`src/rtl/ior_pkg.sv`:
```
package ior_pkg;
    localparam int N_IRQ = 10;
    localparam logic [7:0] NO_IRQ = 8'hFF;

    typedef enum logic {OP_DEV = 1'b0, OP_BAR = 1'b1} reg_op_e;

    // Ordered pool of legacy lines handed to devices.
    function automatic logic [7:0] irq_at(input logic [3:0] idx);
        case (idx)
            4'd0: irq_at = 8'd3;
            4'd1: irq_at = 8'd5;
            4'd2: irq_at = 8'd6;
            4'd3: irq_at = 8'd7;
            4'd4: irq_at = 8'd9;
            4'd5: irq_at = 8'd10;
            4'd6: irq_at = 8'd11;
            4'd7: irq_at = 8'd12;
            4'd8: irq_at = 8'd14;
            4'd9: irq_at = 8'd15;
            default: irq_at = NO_IRQ;
        endcase
    endfunction
endpackage

```
`src/rtl/ior_alloc.sv`:
```
module ior_alloc
    import ior_pkg::*;
#(
    parameter int N_DEV = 12,
    parameter int N_BAR = 6,
    parameter int PORT_W = 16,
    parameter int WIN = 16,
    parameter logic [PORT_W-1:0] BASE_LO = 16'hC000,
    parameter logic [PORT_W-1:0] BASE_HI = 16'hC100,
    localparam int DEV_W = $clog2(N_DEV),
    localparam int BAR_W = $clog2(N_BAR),
    localparam int CNT_W = $clog2(N_DEV + 1),
    localparam int BCNT_W = $clog2(N_BAR + 1)
) (
    input  logic clk,
    input  logic rst_n,
    input  logic reg_req,
    input  logic reg_op,
    input  logic reg_irq_need,
    input  logic [DEV_W-1:0] reg_dev,
    input  logic reg_hdl,
    output logic rsp_valid,
    output logic rsp_ok,
    output logic [DEV_W-1:0] rsp_dev,
    output logic [BAR_W-1:0] rsp_bar,
    output logic [PORT_W-1:0] rsp_base,
    output logic [7:0] rsp_irq,
    input  logic [DEV_W-1:0] qry_dev,
    output logic [7:0] qry_irq,
    output logic [N_DEV-1:0][N_BAR-1:0][PORT_W-1:0] base_tab,
    output logic [N_DEV-1:0][N_BAR-1:0] hdl_tab,
    output logic [N_DEV-1:0][7:0] irq_tab
);
    typedef struct packed {
        logic [CNT_W-1:0] dev_ct;
        logic [3:0] irq_idx;
        logic [PORT_W:0] next_base;
        logic [N_DEV-1:0][BCNT_W-1:0] bar_ct;
        logic [N_DEV-1:0][7:0] irq_line;
        logic [N_DEV-1:0][N_BAR-1:0][PORT_W-1:0] base;
        logic [N_DEV-1:0][N_BAR-1:0] hdl;
        logic rsp_valid;
        logic rsp_ok;
        logic [DEV_W-1:0] rsp_dev;
        logic [BAR_W-1:0] rsp_bar;
        logic [PORT_W-1:0] rsp_base;
        logic [7:0] rsp_irq;
    } st_t;

    st_t s_d, s_q;

    always_comb begin
        s_d = s_q;
        s_d.rsp_valid = reg_req;
        s_d.rsp_ok = 1'b0;
        s_d.rsp_dev = reg_dev;
        s_d.rsp_bar = '0;
        s_d.rsp_base = '0;
        s_d.rsp_irq = NO_IRQ;
        if (reg_req) begin
            if (reg_op == OP_DEV) begin
                if (int'(s_q.dev_ct) < N_DEV &&
                    !(reg_irq_need && int'(s_q.irq_idx) >= N_IRQ)) begin
                    s_d.rsp_ok = 1'b1;
                    s_d.rsp_dev = DEV_W'(s_q.dev_ct);
                    if (reg_irq_need) begin
                        s_d.irq_line[DEV_W'(s_q.dev_ct)] = irq_at(s_q.irq_idx);
                        s_d.rsp_irq = irq_at(s_q.irq_idx);
                        s_d.irq_idx = s_q.irq_idx + 4'd1;
                    end
                    s_d.dev_ct = s_q.dev_ct + CNT_W'(1);
                end
            end else begin
                if (int'(reg_dev) < int'(s_q.dev_ct)) begin
                    if (int'(s_q.bar_ct[reg_dev]) < N_BAR &&
                        s_q.next_base < {1'b0, BASE_HI}) begin
                        s_d.base[reg_dev][BAR_W'(s_q.bar_ct[reg_dev])] =
                            s_q.next_base[PORT_W-1:0];
                        s_d.hdl[reg_dev][BAR_W'(s_q.bar_ct[reg_dev])] = reg_hdl;
                        s_d.rsp_ok = 1'b1;
                        s_d.rsp_bar = BAR_W'(s_q.bar_ct[reg_dev]);
                        s_d.rsp_base = s_q.next_base[PORT_W-1:0];
                        s_d.bar_ct[reg_dev] = s_q.bar_ct[reg_dev] + BCNT_W'(1);
                        s_d.next_base = s_q.next_base + (PORT_W+1)'(WIN);
                    end
                end
            end
        end
    end

    always_ff @(posedge clk) begin
        if (!rst_n) begin
            s_q <= '0;
            s_q.irq_line <= '1;
            s_q.next_base <= {1'b0, BASE_LO};
            s_q.rsp_irq <= NO_IRQ;
        end else begin
            s_q <= s_d;
        end
    end

    assign rsp_valid = s_q.rsp_valid;
    assign rsp_ok = s_q.rsp_ok;
    assign rsp_dev = s_q.rsp_dev;
    assign rsp_bar = s_q.rsp_bar;
    assign rsp_base = s_q.rsp_base;
    assign rsp_irq = s_q.rsp_irq;
    assign base_tab = s_q.base;
    assign hdl_tab = s_q.hdl;
    assign irq_tab = s_q.irq_line;
    assign qry_irq = (int'(qry_dev) < N_DEV) ? s_q.irq_line[qry_dev] : NO_IRQ;


    rsp_latency_chk: assert property (@(posedge clk) disable iff (!rst_n)
        reg_req |=> rsp_valid);

    rsp_idle_chk: assert property (@(posedge clk) disable iff (!rst_n)
        !reg_req |=> !rsp_valid);

    base_mono_chk: assert property (@(posedge clk) disable iff (!rst_n)
        s_q.next_base >= $past(s_q.next_base));

    dev_bound_chk: assert property (@(posedge clk) disable iff (!rst_n)
        int'(s_q.dev_ct) <= N_DEV);

    irq_bound_chk: assert property (@(posedge clk) disable iff (!rst_n)
        int'(s_q.irq_idx) <= N_IRQ);
endmodule

```
`src/rtl/ior_match.sv`:
```
module ior_match #(
    parameter int N_DEV = 12,
    parameter int N_BAR = 6,
    parameter int PORT_W = 16,
    parameter int WIN = 16,
    localparam int DEV_W = $clog2(N_DEV),
    localparam int BAR_W = $clog2(N_BAR),
    localparam int OFS_W = $clog2(WIN)
) (
    input  logic [PORT_W-1:0] port,
    input  logic [N_DEV-1:0][N_BAR-1:0][PORT_W-1:0] base_tab,
    input  logic [N_DEV-1:0][N_BAR-1:0] hdl_tab,
    output logic any_hit,
    output logic [DEV_W-1:0] hit_dev,
    output logic [BAR_W-1:0] hit_bar,
    output logic [OFS_W-1:0] hit_ofs
);
    logic [N_DEV-1:0][N_BAR-1:0] hit;

    for (genvar i = 0; i < N_DEV; i++) begin : g_dev
        for (genvar j = 0; j < N_BAR; j++) begin : g_bar
            logic [PORT_W:0] lo, hi, p;
            assign lo = {1'b0, base_tab[i][j]};
            assign hi = lo + (PORT_W+1)'(WIN);
            assign p = {1'b0, port};
            assign hit[i][j] = hdl_tab[i][j] && (p >= lo) && (p < hi);
        end
    end

    // Later (higher device, then higher window) entries override earlier ones.
    always_comb begin
        logic [PORT_W-1:0] sel_base;
        any_hit = 1'b0;
        hit_dev = '0;
        hit_bar = '0;
        sel_base = '0;
        for (int i = 0; i < N_DEV; i++) begin
            for (int j = 0; j < N_BAR; j++) begin
                if (hit[i][j]) begin
                    any_hit = 1'b1;
                    hit_dev = DEV_W'(i);
                    hit_bar = BAR_W'(j);
                    sel_base = base_tab[i][j];
                end
            end
        end
        hit_ofs = OFS_W'(port - sel_base);
    end
endmodule

```
`src/rtl/ior_resp.sv`:
```
module ior_resp
    import ior_pkg::*;
#(
    parameter int N_DEV = 12,
    parameter int N_BAR = 6,
    parameter int WIN = 16,
    localparam int DEV_W = $clog2(N_DEV),
    localparam int BAR_W = $clog2(N_BAR),
    localparam int OFS_W = $clog2(WIN)
) (
    input  logic clk,
    input  logic rst_n,
    input  logic acc_valid,
    input  logic acc_write,
    input  logic [N_DEV-1:0] dev_intr,
    input  logic any_hit,
    input  logic [DEV_W-1:0] hit_dev,
    input  logic [BAR_W-1:0] hit_bar,
    input  logic [OFS_W-1:0] hit_ofs,
    input  logic [N_DEV-1:0][7:0] irq_tab,
    output logic out_valid,
    output logic out_hit,
    output logic [DEV_W-1:0] out_dev,
    output logic [BAR_W-1:0] out_bar,
    output logic [OFS_W-1:0] out_ofs,
    output logic [31:0] out_rdata,
    output logic [7:0] out_irq
);
    typedef struct packed {
        logic valid;
        logic hit;
        logic [DEV_W-1:0] dev;
        logic [BAR_W-1:0] bar;
        logic [OFS_W-1:0] ofs;
        logic [31:0] rdata;
        logic [7:0] irq;
    } res_t;

    res_t r_d, r_q;

    always_comb begin
        r_d = '0;
        r_d.irq = NO_IRQ;
        r_d.valid = acc_valid;
        if (acc_valid) begin
            if (any_hit) begin
                r_d.hit = 1'b1;
                r_d.dev = hit_dev;
                r_d.bar = hit_bar;
                r_d.ofs = hit_ofs;
                if (dev_intr[hit_dev]) r_d.irq = irq_tab[hit_dev];
            end else if (!acc_write) begin
                r_d.rdata = 32'hFFFF_FFFF;
            end
        end
    end

    always_ff @(posedge clk) begin
        if (!rst_n) begin
            r_q <= '0;
            r_q.irq <= NO_IRQ;
        end else begin
            r_q <= r_d;
        end
    end

    assign out_valid = r_q.valid;
    assign out_hit = r_q.hit;
    assign out_dev = r_q.dev;
    assign out_bar = r_q.bar;
    assign out_ofs = r_q.ofs;
    assign out_rdata = r_q.rdata;
    assign out_irq = r_q.irq;


    acc_latency_chk: assert property (@(posedge clk) disable iff (!rst_n)
        acc_valid |=> out_valid);

    miss_no_irq_chk: assert property (@(posedge clk) disable iff (!rst_n)
        (out_valid && !out_hit) |-> out_irq == NO_IRQ);

    hit_valid_chk: assert property (@(posedge clk) disable iff (!rst_n)
        out_hit |-> out_valid);

    hit_data_chk: assert property (@(posedge clk) disable iff (!rst_n)
        out_hit |-> out_rdata == 32'd0);
endmodule

```
`src/rtl/ioport_router.sv`:
```
module ioport_router #(
    parameter int N_DEV = 12,
    parameter int N_BAR = 6,
    parameter int PORT_W = 16,
    parameter int WIN = 16,
    parameter logic [PORT_W-1:0] BASE_LO = 16'hC000,
    parameter logic [PORT_W-1:0] BASE_HI = 16'hC100,
    localparam int DEV_W = $clog2(N_DEV),
    localparam int BAR_W = $clog2(N_BAR),
    localparam int OFS_W = $clog2(WIN)
) (
    input  logic clk,
    input  logic rst_n,
    input  logic reg_req,
    input  logic reg_op,
    input  logic reg_irq_need,
    input  logic [DEV_W-1:0] reg_dev,
    input  logic reg_hdl,
    output logic rsp_valid,
    output logic rsp_ok,
    output logic [DEV_W-1:0] rsp_dev,
    output logic [BAR_W-1:0] rsp_bar,
    output logic [PORT_W-1:0] rsp_base,
    output logic [7:0] rsp_irq,
    input  logic [DEV_W-1:0] qry_dev,
    output logic [7:0] qry_irq,
    input  logic acc_valid,
    input  logic acc_write,
    input  logic [PORT_W-1:0] acc_port,
    input  logic [N_DEV-1:0] dev_intr,
    output logic out_valid,
    output logic out_hit,
    output logic [DEV_W-1:0] out_dev,
    output logic [BAR_W-1:0] out_bar,
    output logic [OFS_W-1:0] out_ofs,
    output logic [31:0] out_rdata,
    output logic [7:0] out_irq
);
    logic [N_DEV-1:0][N_BAR-1:0][PORT_W-1:0] base_tab;
    logic [N_DEV-1:0][N_BAR-1:0] hdl_tab;
    logic [N_DEV-1:0][7:0] irq_tab;
    logic any_hit;
    logic [DEV_W-1:0] hit_dev;
    logic [BAR_W-1:0] hit_bar;
    logic [OFS_W-1:0] hit_ofs;

    ior_alloc #(.N_DEV(N_DEV), .N_BAR(N_BAR), .PORT_W(PORT_W), .WIN(WIN),
                .BASE_LO(BASE_LO), .BASE_HI(BASE_HI)) u_alloc (
        .clk(clk), .rst_n(rst_n),
        .reg_req(reg_req), .reg_op(reg_op), .reg_irq_need(reg_irq_need),
        .reg_dev(reg_dev), .reg_hdl(reg_hdl),
        .rsp_valid(rsp_valid), .rsp_ok(rsp_ok), .rsp_dev(rsp_dev),
        .rsp_bar(rsp_bar), .rsp_base(rsp_base), .rsp_irq(rsp_irq),
        .qry_dev(qry_dev), .qry_irq(qry_irq),
        .base_tab(base_tab), .hdl_tab(hdl_tab), .irq_tab(irq_tab)
    );

    ior_match #(.N_DEV(N_DEV), .N_BAR(N_BAR), .PORT_W(PORT_W), .WIN(WIN)) u_match (
        .port(acc_port), .base_tab(base_tab), .hdl_tab(hdl_tab),
        .any_hit(any_hit), .hit_dev(hit_dev), .hit_bar(hit_bar), .hit_ofs(hit_ofs)
    );

    ior_resp #(.N_DEV(N_DEV), .N_BAR(N_BAR), .WIN(WIN)) u_resp (
        .clk(clk), .rst_n(rst_n),
        .acc_valid(acc_valid), .acc_write(acc_write), .dev_intr(dev_intr),
        .any_hit(any_hit), .hit_dev(hit_dev), .hit_bar(hit_bar), .hit_ofs(hit_ofs),
        .irq_tab(irq_tab),
        .out_valid(out_valid), .out_hit(out_hit), .out_dev(out_dev),
        .out_bar(out_bar), .out_ofs(out_ofs), .out_rdata(out_rdata), .out_irq(out_irq)
    );
endmodule

```
`config.mk`:
```
export PLATFORM = sky130hd
export DESIGN_NAME = ioport_router
export DESIGN_NICKNAME = d
export VERILOG_FILES = /design/src/rtl/ior_pkg.sv /design/src/rtl/ior_alloc.sv /design/src/rtl/ior_match.sv /design/src/rtl/ior_resp.sv /design/src/rtl/ioport_router.sv
export SDC_FILE = /design/constraint.sdc
export NUM_CORES = 2
export LEC_CHECK = 0
export BUFFER_PORTS_ARGS = -buffer_cell sky130_fd_sc_hd__buf_2
export CAP_MARGIN = 10
export CORE_ASPECT_RATIO = 1.5
export CORE_MARGIN = 2
export CORE_UTILIZATION = 67
export CTS_BUF_LIST = sky130_fd_sc_hd__clkbuf_4 sky130_fd_sc_hd__clkbuf_8
export DETAILED_ROUTE_END_ITERATION = 16
export PLACE_DENSITY = 0.88
export SYNTH_ARGS = -nofsm -noshare
export SYNTH_HDL_FRONTEND = slang
export SYNTH_SLANG_ARGS = --single-unit
```
`constraint.sdc`:
```
create_clock -name clk -period 9.1 [get_ports clk]
set_clock_uncertainty 0.2 [all_clocks]
set_input_delay 0.91 -clock clk [delete_from_list [all_inputs] [get_ports clk]]
set_output_delay 0.91 -clock clk [all_outputs]
set_load 0.02 [all_outputs]
```
* After elaboration in Yosys (flattened, before gate mapping) *
Memory sizes are Yosys's and may differ from the RTL's. A register that Yosys moved wholly into a read port is not among the register bits.
Cells that the tools add are included.

word-level totals
  register bits = 1,467
  ROM bits = 256
  input port bits = 44
  output and inout bits = 94
  word-level logic and storage cells = 859
  memories kept = 2

memory list
  name              words  width  rd ports  clocked after memory_dff  write ports  line          text
  (name not given)  16     8      1         1                         0            ior_pkg.sv:9  case (idx)
  (name not given)  16     8      1         1                         0            ior_pkg.sv:9

cells by class
  $add $sub $neg = 77
  order comparisons = 158
  muxes and demuxes = 328
  bitwise logic cells = 7
  reduce and logical (&&, ||, !) cells = 162

operators by type and width
  kind                     number
  $add A16 B5 Y17 const B  72
  $lt A16 B17 Y1           72
  $bwmux W1152             1
  $ge A16 B16 Y1           72
  $mux W4                  101
  $demux W96 S4            1
  $mux W3                  96
  $logic_and A1 B1 Y1      150
  $bwmux W96               1
  $mux W96                 1
  $mux W8                  11
  $mux W1                  84
  $bwmux W72               1
  $bmux W8 S4              2
  $mux W19                 3
  $demux W16 S3            1
  $bwmux W36               1
  $demux W8 S4             1
  $mux W32                 1
  $mux W31                 1
  $demux W6 S4             1
  $mux W2                  12
  $lt A4 B5 Y1 const B     4
  $add A17 B5 Y17 const B  1
  other kinds (27)         41

* Longest topological paths before layout *
  word-level depth = 77
  mapped depth = 22
  depth with buffers taken out = 22

* By module *
From an unflattened synthesis, not the netlist that was laid out.

unflattened totals
  cell total of the unflattened synthesis = 14,161
  area, all modules = 116,900.9 um2

by module, submodules not included
  module     instances  cells each  area each (um2)  sequential area each (um2)
  ior_match  1          8,745       64,883.5         0.0
  ior_alloc  1          5,279       50,305.7         21,700.8
  ior_resp   1          137         1,711.6          440.4

* Worst setup path before layout *
No wires, ideal clock.

  path kind = flip-flop to flip-flop
  start point = reg u_alloc.s_q (netlist bit u_alloc.base_tab[1062])
  end point = reg u_resp.r_q (netlist bit u_resp.out_irq[1])
  setup time = 135 ps
  arrival time = 4,018 ps
  required time = 8,765 ps
  path slack = 4,747 ps
  stages on the path, launching flop included = 22
  path buffers = 2
  clock period less this slack = 4,353 ps
  cells stage by stage = dfxtp_1 > inv_1 > nor4_1 > nand4_1 > nor3_1 > xnor2_1 > ha_1 > a21o_1 > a211oi_1 > a211o_1 > a21o_1 > a32oi_1 > nand3_1 > nor4_1 > o221ai_4 > o21a_4 > buf_6 > buf_12 > o211ai_1 > o211ai_1 > o211ai_2 > o211ai_1

on the way
  word-level cells in the longest chain between the ends = 12
  elaborated cells between the ends (all ways) = 22
  those cells by class = add/sub: 1; order compare: 2; mux: 16; reduce/logical: 3

RTL lines
  element                                                line                              text
  start, declared                                        ior_alloc.sv:50                   st_t s_d, s_q;
  $add A16 B5 Y17 or $ge A16 B16 Y1 (tied branches)      ior_match.sv:24, ior_match.sv:26
  $lt A16 B17 Y1 or $logic_and A1 B1 Y1 (tied branches)  ior_match.sv:26                   assign hit[i][j] = hdl_tab[i][j] && (p >= lo) && (p < hi);
  $logic_and A1 B1 Y1 *                                  ior_match.sv:26
  $mux W4 (6 in a row)                                   ior_match.sv:39                   if (hit[i][j]) begin
  $bmux W1 S4                                            ior_resp.sv:51                    if (dev_intr[hit_dev]) r_d.irq = irq_tab[hit_dev];
  $mux W1 (not written as such)                          ior_resp.sv:51
  $reduce_and A4 Y1 (no source line)                     -
  end signal, assigned                                   ior_resp.sv:63                    r_q <= r_d;
  end, declared                                          ior_resp.sv:39                    res_t r_d, r_q;

Every way passes the cells marked *; elsewhere a longest branch is shown, timed or not. The select of a mux whose other input is x is not followed.
A chain may end at the register's enable or synchronous reset.

* Worst setup path in the final report *
  start point = reg u_alloc.s_q (netlist bit u_alloc.base_tab[630])
  end point = reg u_resp.r_q (netlist bit u_resp.out_irq[3])

on the way
  word-level cells in the longest chain between the ends = 39
  elaborated cells between the ends (all ways) = 76
  those cells by class = add/sub: 1; order compare: 2; mux: 70; reduce/logical: 3

RTL lines
  element                                                line
  $add A16 B5 Y17 or $ge A16 B16 Y1 (tied branches)      ior_match.sv:24, ior_match.sv:26
  $lt A16 B17 Y1 or $logic_and A1 B1 Y1 (tied branches)  ior_match.sv:26
  $logic_and A1 B1 Y1 *                                  ior_match.sv:26
  $mux W3 (9 in a row)                                   ior_match.sv:39
  $mux W4 (24 in a row)                                  ior_match.sv:39
  $bmux W1 S4                                            ior_resp.sv:51
  $mux W1 (not written as such)                          ior_resp.sv:51
  $reduce_and A4 Y1 (no source line)                     -

Marks and branches as above.

==> results.cfg <==
[sta]
min_period_ps = 6838
layout_setup_ws_ps = 2262
setup_tns_ps = 0
drv_slew = 0
clock.fmax_mhz = 146.2
fin_crit_sh = 0.7514
slew_headroom = 0.1268
hold_violations = 0
rsz0062_at_grt = false
setup_violations = 0
tightestPinTransition_ps = 1310

[cts]
clk_latency_ps = 1020
cts_made_buffers = 175
cts.reportedPaths.clkPinSlew_ps = 70
post_cts_buffers = 0
cts_tree = built
clk_path_buf_depth = 3
cts_root_buf = clkbuf_8
cts_num_sinks = 1103
post_cts_resize_count = 0
cts_max_level = 4

[yosys]
synth_top_area_frac = 0.2374
synth-compound-area-share = 0.1692
synth_top_family_by_area = adder cells
syn_area_um2 = 95760
synth_ff_type = dfxtp_1
synth_cell_types = 102
avgSynthCellArea_um2 = 8.185
yosys.area.top_type = ha_1
muxShareOfSynthArea = 0.04952
yosys.area_share.simple = 0.1844
synthTopCellsByArea = ha_1 (24%), dfxtp_1 (23%), nand2_1 (7.0%)
seq_area_frac_synth = 0.2306
yosysWarningCount = 0
synth_fa_ha_area_frac = 0.2374
ys_ff_latch = 1103
synthCells = 11700
synthArstFlopShare = 0
synth_xor_area_frac = 0.06695
synth_edf_count = 0

[pwr]
p_leak_uw = 0.03685
irDropWorstVdd_mv = 0.1673
p_per_area_nw_per_um2 = 111.0

[drt]
totalWireLength_um = 301200
vias = 87740
drc = 0
avgRoutedWirePerCell_um = 22.01
dr.pass1.iters = 13
drt_iter0_markers = 6868
vias_per_cell = 6.413
postRouteAntennaNets = 0

[floorplanning]
die_h_um = 467.0
coreArea_um2 = 141700
chipWidth_um = 312.7
io-pin-count = 138
die_area_um2 = 146000
rows = 169
start_util = 0.6759

[place]
place_ws_ps = 2210
dpl.hpwl_um = 203200
dp.cells = 13350
gp_congestion = 1.016
io_buffer_count = 133

[worst_setup_path]
crit_type = flop to flop
required_ps = 9840
worstPathArrival_ps = 7580
cp_max_fo = 8
endpoint_kind = flop
start_kind = flop

[final_layout]
final_cell_mix = ha_1 (1,817), nand2_1 (1,784), dfxtp_1 (1,091)
fin_nets = 13510
fin_cells = 13680
layout_commonest_cell = ha_1
areaGrowthSynthToFinish_pct = 6.389
drive_gt1_frac = 0.05639

[global_routing]
antenna_found_initial = 7
grt_pass1_vias = 88990
grt_start_max_net_pins = 266
overflow = 0
grt_usage = 0.4017
grt_first_pass_wirelength_um = 467900

[outcome]
status = completed

[run]
cap_violations = 0

[worst_hold_path]
hp-class = input port to flop
-- sequential cells by signal, summed over array words and instances (netlist names), 3 cells and up, named ones only --
| name | cells |
|---|---|
| u_alloc.rsp_base | 12 |
| u_resp.out_irq | 5 |
| u_resp.out_bar | 3 |
| u_resp.out_dev | 4 |
| u_alloc.base_tab | 864 |
| u_alloc.irq_tab | 60 |
| u_alloc.rsp_dev | 4 |
| u_resp.out_ofs | 4 |
| u_alloc.hdl_tab | 72 |
| u_alloc.rsp_bar | 3 |
| u_alloc.s_q | 57 |
| u_alloc.rsp_irq | 5 |
-- path summary, 6_finish.rpt --
kind	endpoint	start	slack [ps]	cells past startpoint
worst max-delay path	u_resp.out_irq[3]$_SDFF_PN1_	u_alloc.base_tab[630]$_SDFFE_PN0P_	2260	20
worst min register to register	u_alloc.hdl_tab[19]$_SDFFE_PN0P_	u_alloc.hdl_tab[19]$_SDFFE_PN0P_	270	2
worst min-delay path	u_resp.out_dev[2]$_SDFF_PN0_	acc_valid	100	3
worst max register to register	u_resp.out_irq[3]$_SDFF_PN1_	u_alloc.base_tab[630]$_SDFFE_PN0P_	2260	20
-- power breakdown --
part | switching (uW) | internal [uW]
clock network | 2300 | 2810
registers | 15.9 | 4830
logic | 815 | 531
total | 3130 | 8170
-- worst max-delay path, cell delays in order, from the launching register on --
cell       delay, ps
dfxtp_1          450
and4_1           260
nand2_1           70
nor3_1           410
nand3_1          180
xnor2_1          160
ha_1             290
o2111ai_1        100
a21oi_1          120
a2111oi_0        100
o21ai_0          670
nand4_1          650
nor4_2           980
nand2_1          300
nor3_4           430
nand4_1          210
nand2_1          470
inv_2            230
o2111ai_1        150
o211ai_2         200
o211ai_1         130
-- cells in the mapped netlist (345+ instances only) --
| master | n |
|---|---|
| clkbuf_1 | 345 |
| xnor2_1 | 729 |
| a21boi_0 | 665 |
| mux2i_1 | 413 |
| nand2_1 | 1784 |
| o21ai_0 | 445 |
| a21oi_1 | 398 |
| nand3_1 | 463 |
| inv_1 | 1011 |
| ha_1 | 1817 |
| nor2b_1 | 379 |
| dfxtp_1 | 1103 |
-- area by class of cell --
cell class,instances,area (um2)
multi-input combinational,9124,67770
fill,10700,39790
sequential,1103,22130
inverter,1014,3806
clock buffer,240,3109
tap,1881,2354
timing repair buffer,232,1653
clock inverter,79,1036
antenna,9,22.52
-- per-stage QoR --
step	hold slack [ps]	cell area, um2	util	total power [uW]
3_3_place_gp	244.9	97660	0.6893	6178
2_1_floorplan	230.1	95770	-	5761
4_1_cts	49.16	101900	0.7190	11290
5_1_grt	109.3	101900	0.7190	11650
6_report	105.0	101900	0.7191	11300
3_5_place_dp	254.3	97660	0.6893	6253
-- cell families after synthesis --
| kind of cell | count (synthesis) |
|---|---|
| adders and majority gates | 1817 |
| AOI/OAI and AO/OA | 2395 |
| muxes | 444 |
| other | 1 |
| xor gates and xnor gates | 732 |
| buffers and inverters | 1476 |
| and+or+nand+nor | 3732 |
| DFF | 1103 |
-- repair_timing --
action                     in CTS  in global routing
setup endpoints to repair       0                  0
hold buffers                    5                  0
hold endpoints to repair        5                  0
-- metal layers --
layer / global-route usage / vias to the layer above / part of all wire / wire length [um]
li1: - / 40750 / - / -
met2: 0.6710 / 3975 / 0.46 / 137400
met5: 0.002306 / - / 0.00015 / 46
met1: 0.4315 / 41350 / 0.36 / 107000
met3: 0.08288 / 1670 / 0.088 / 26580
met4: 0.3505 / 2 / 0.10 / 30130
Power figures use the tool's default switching activity.
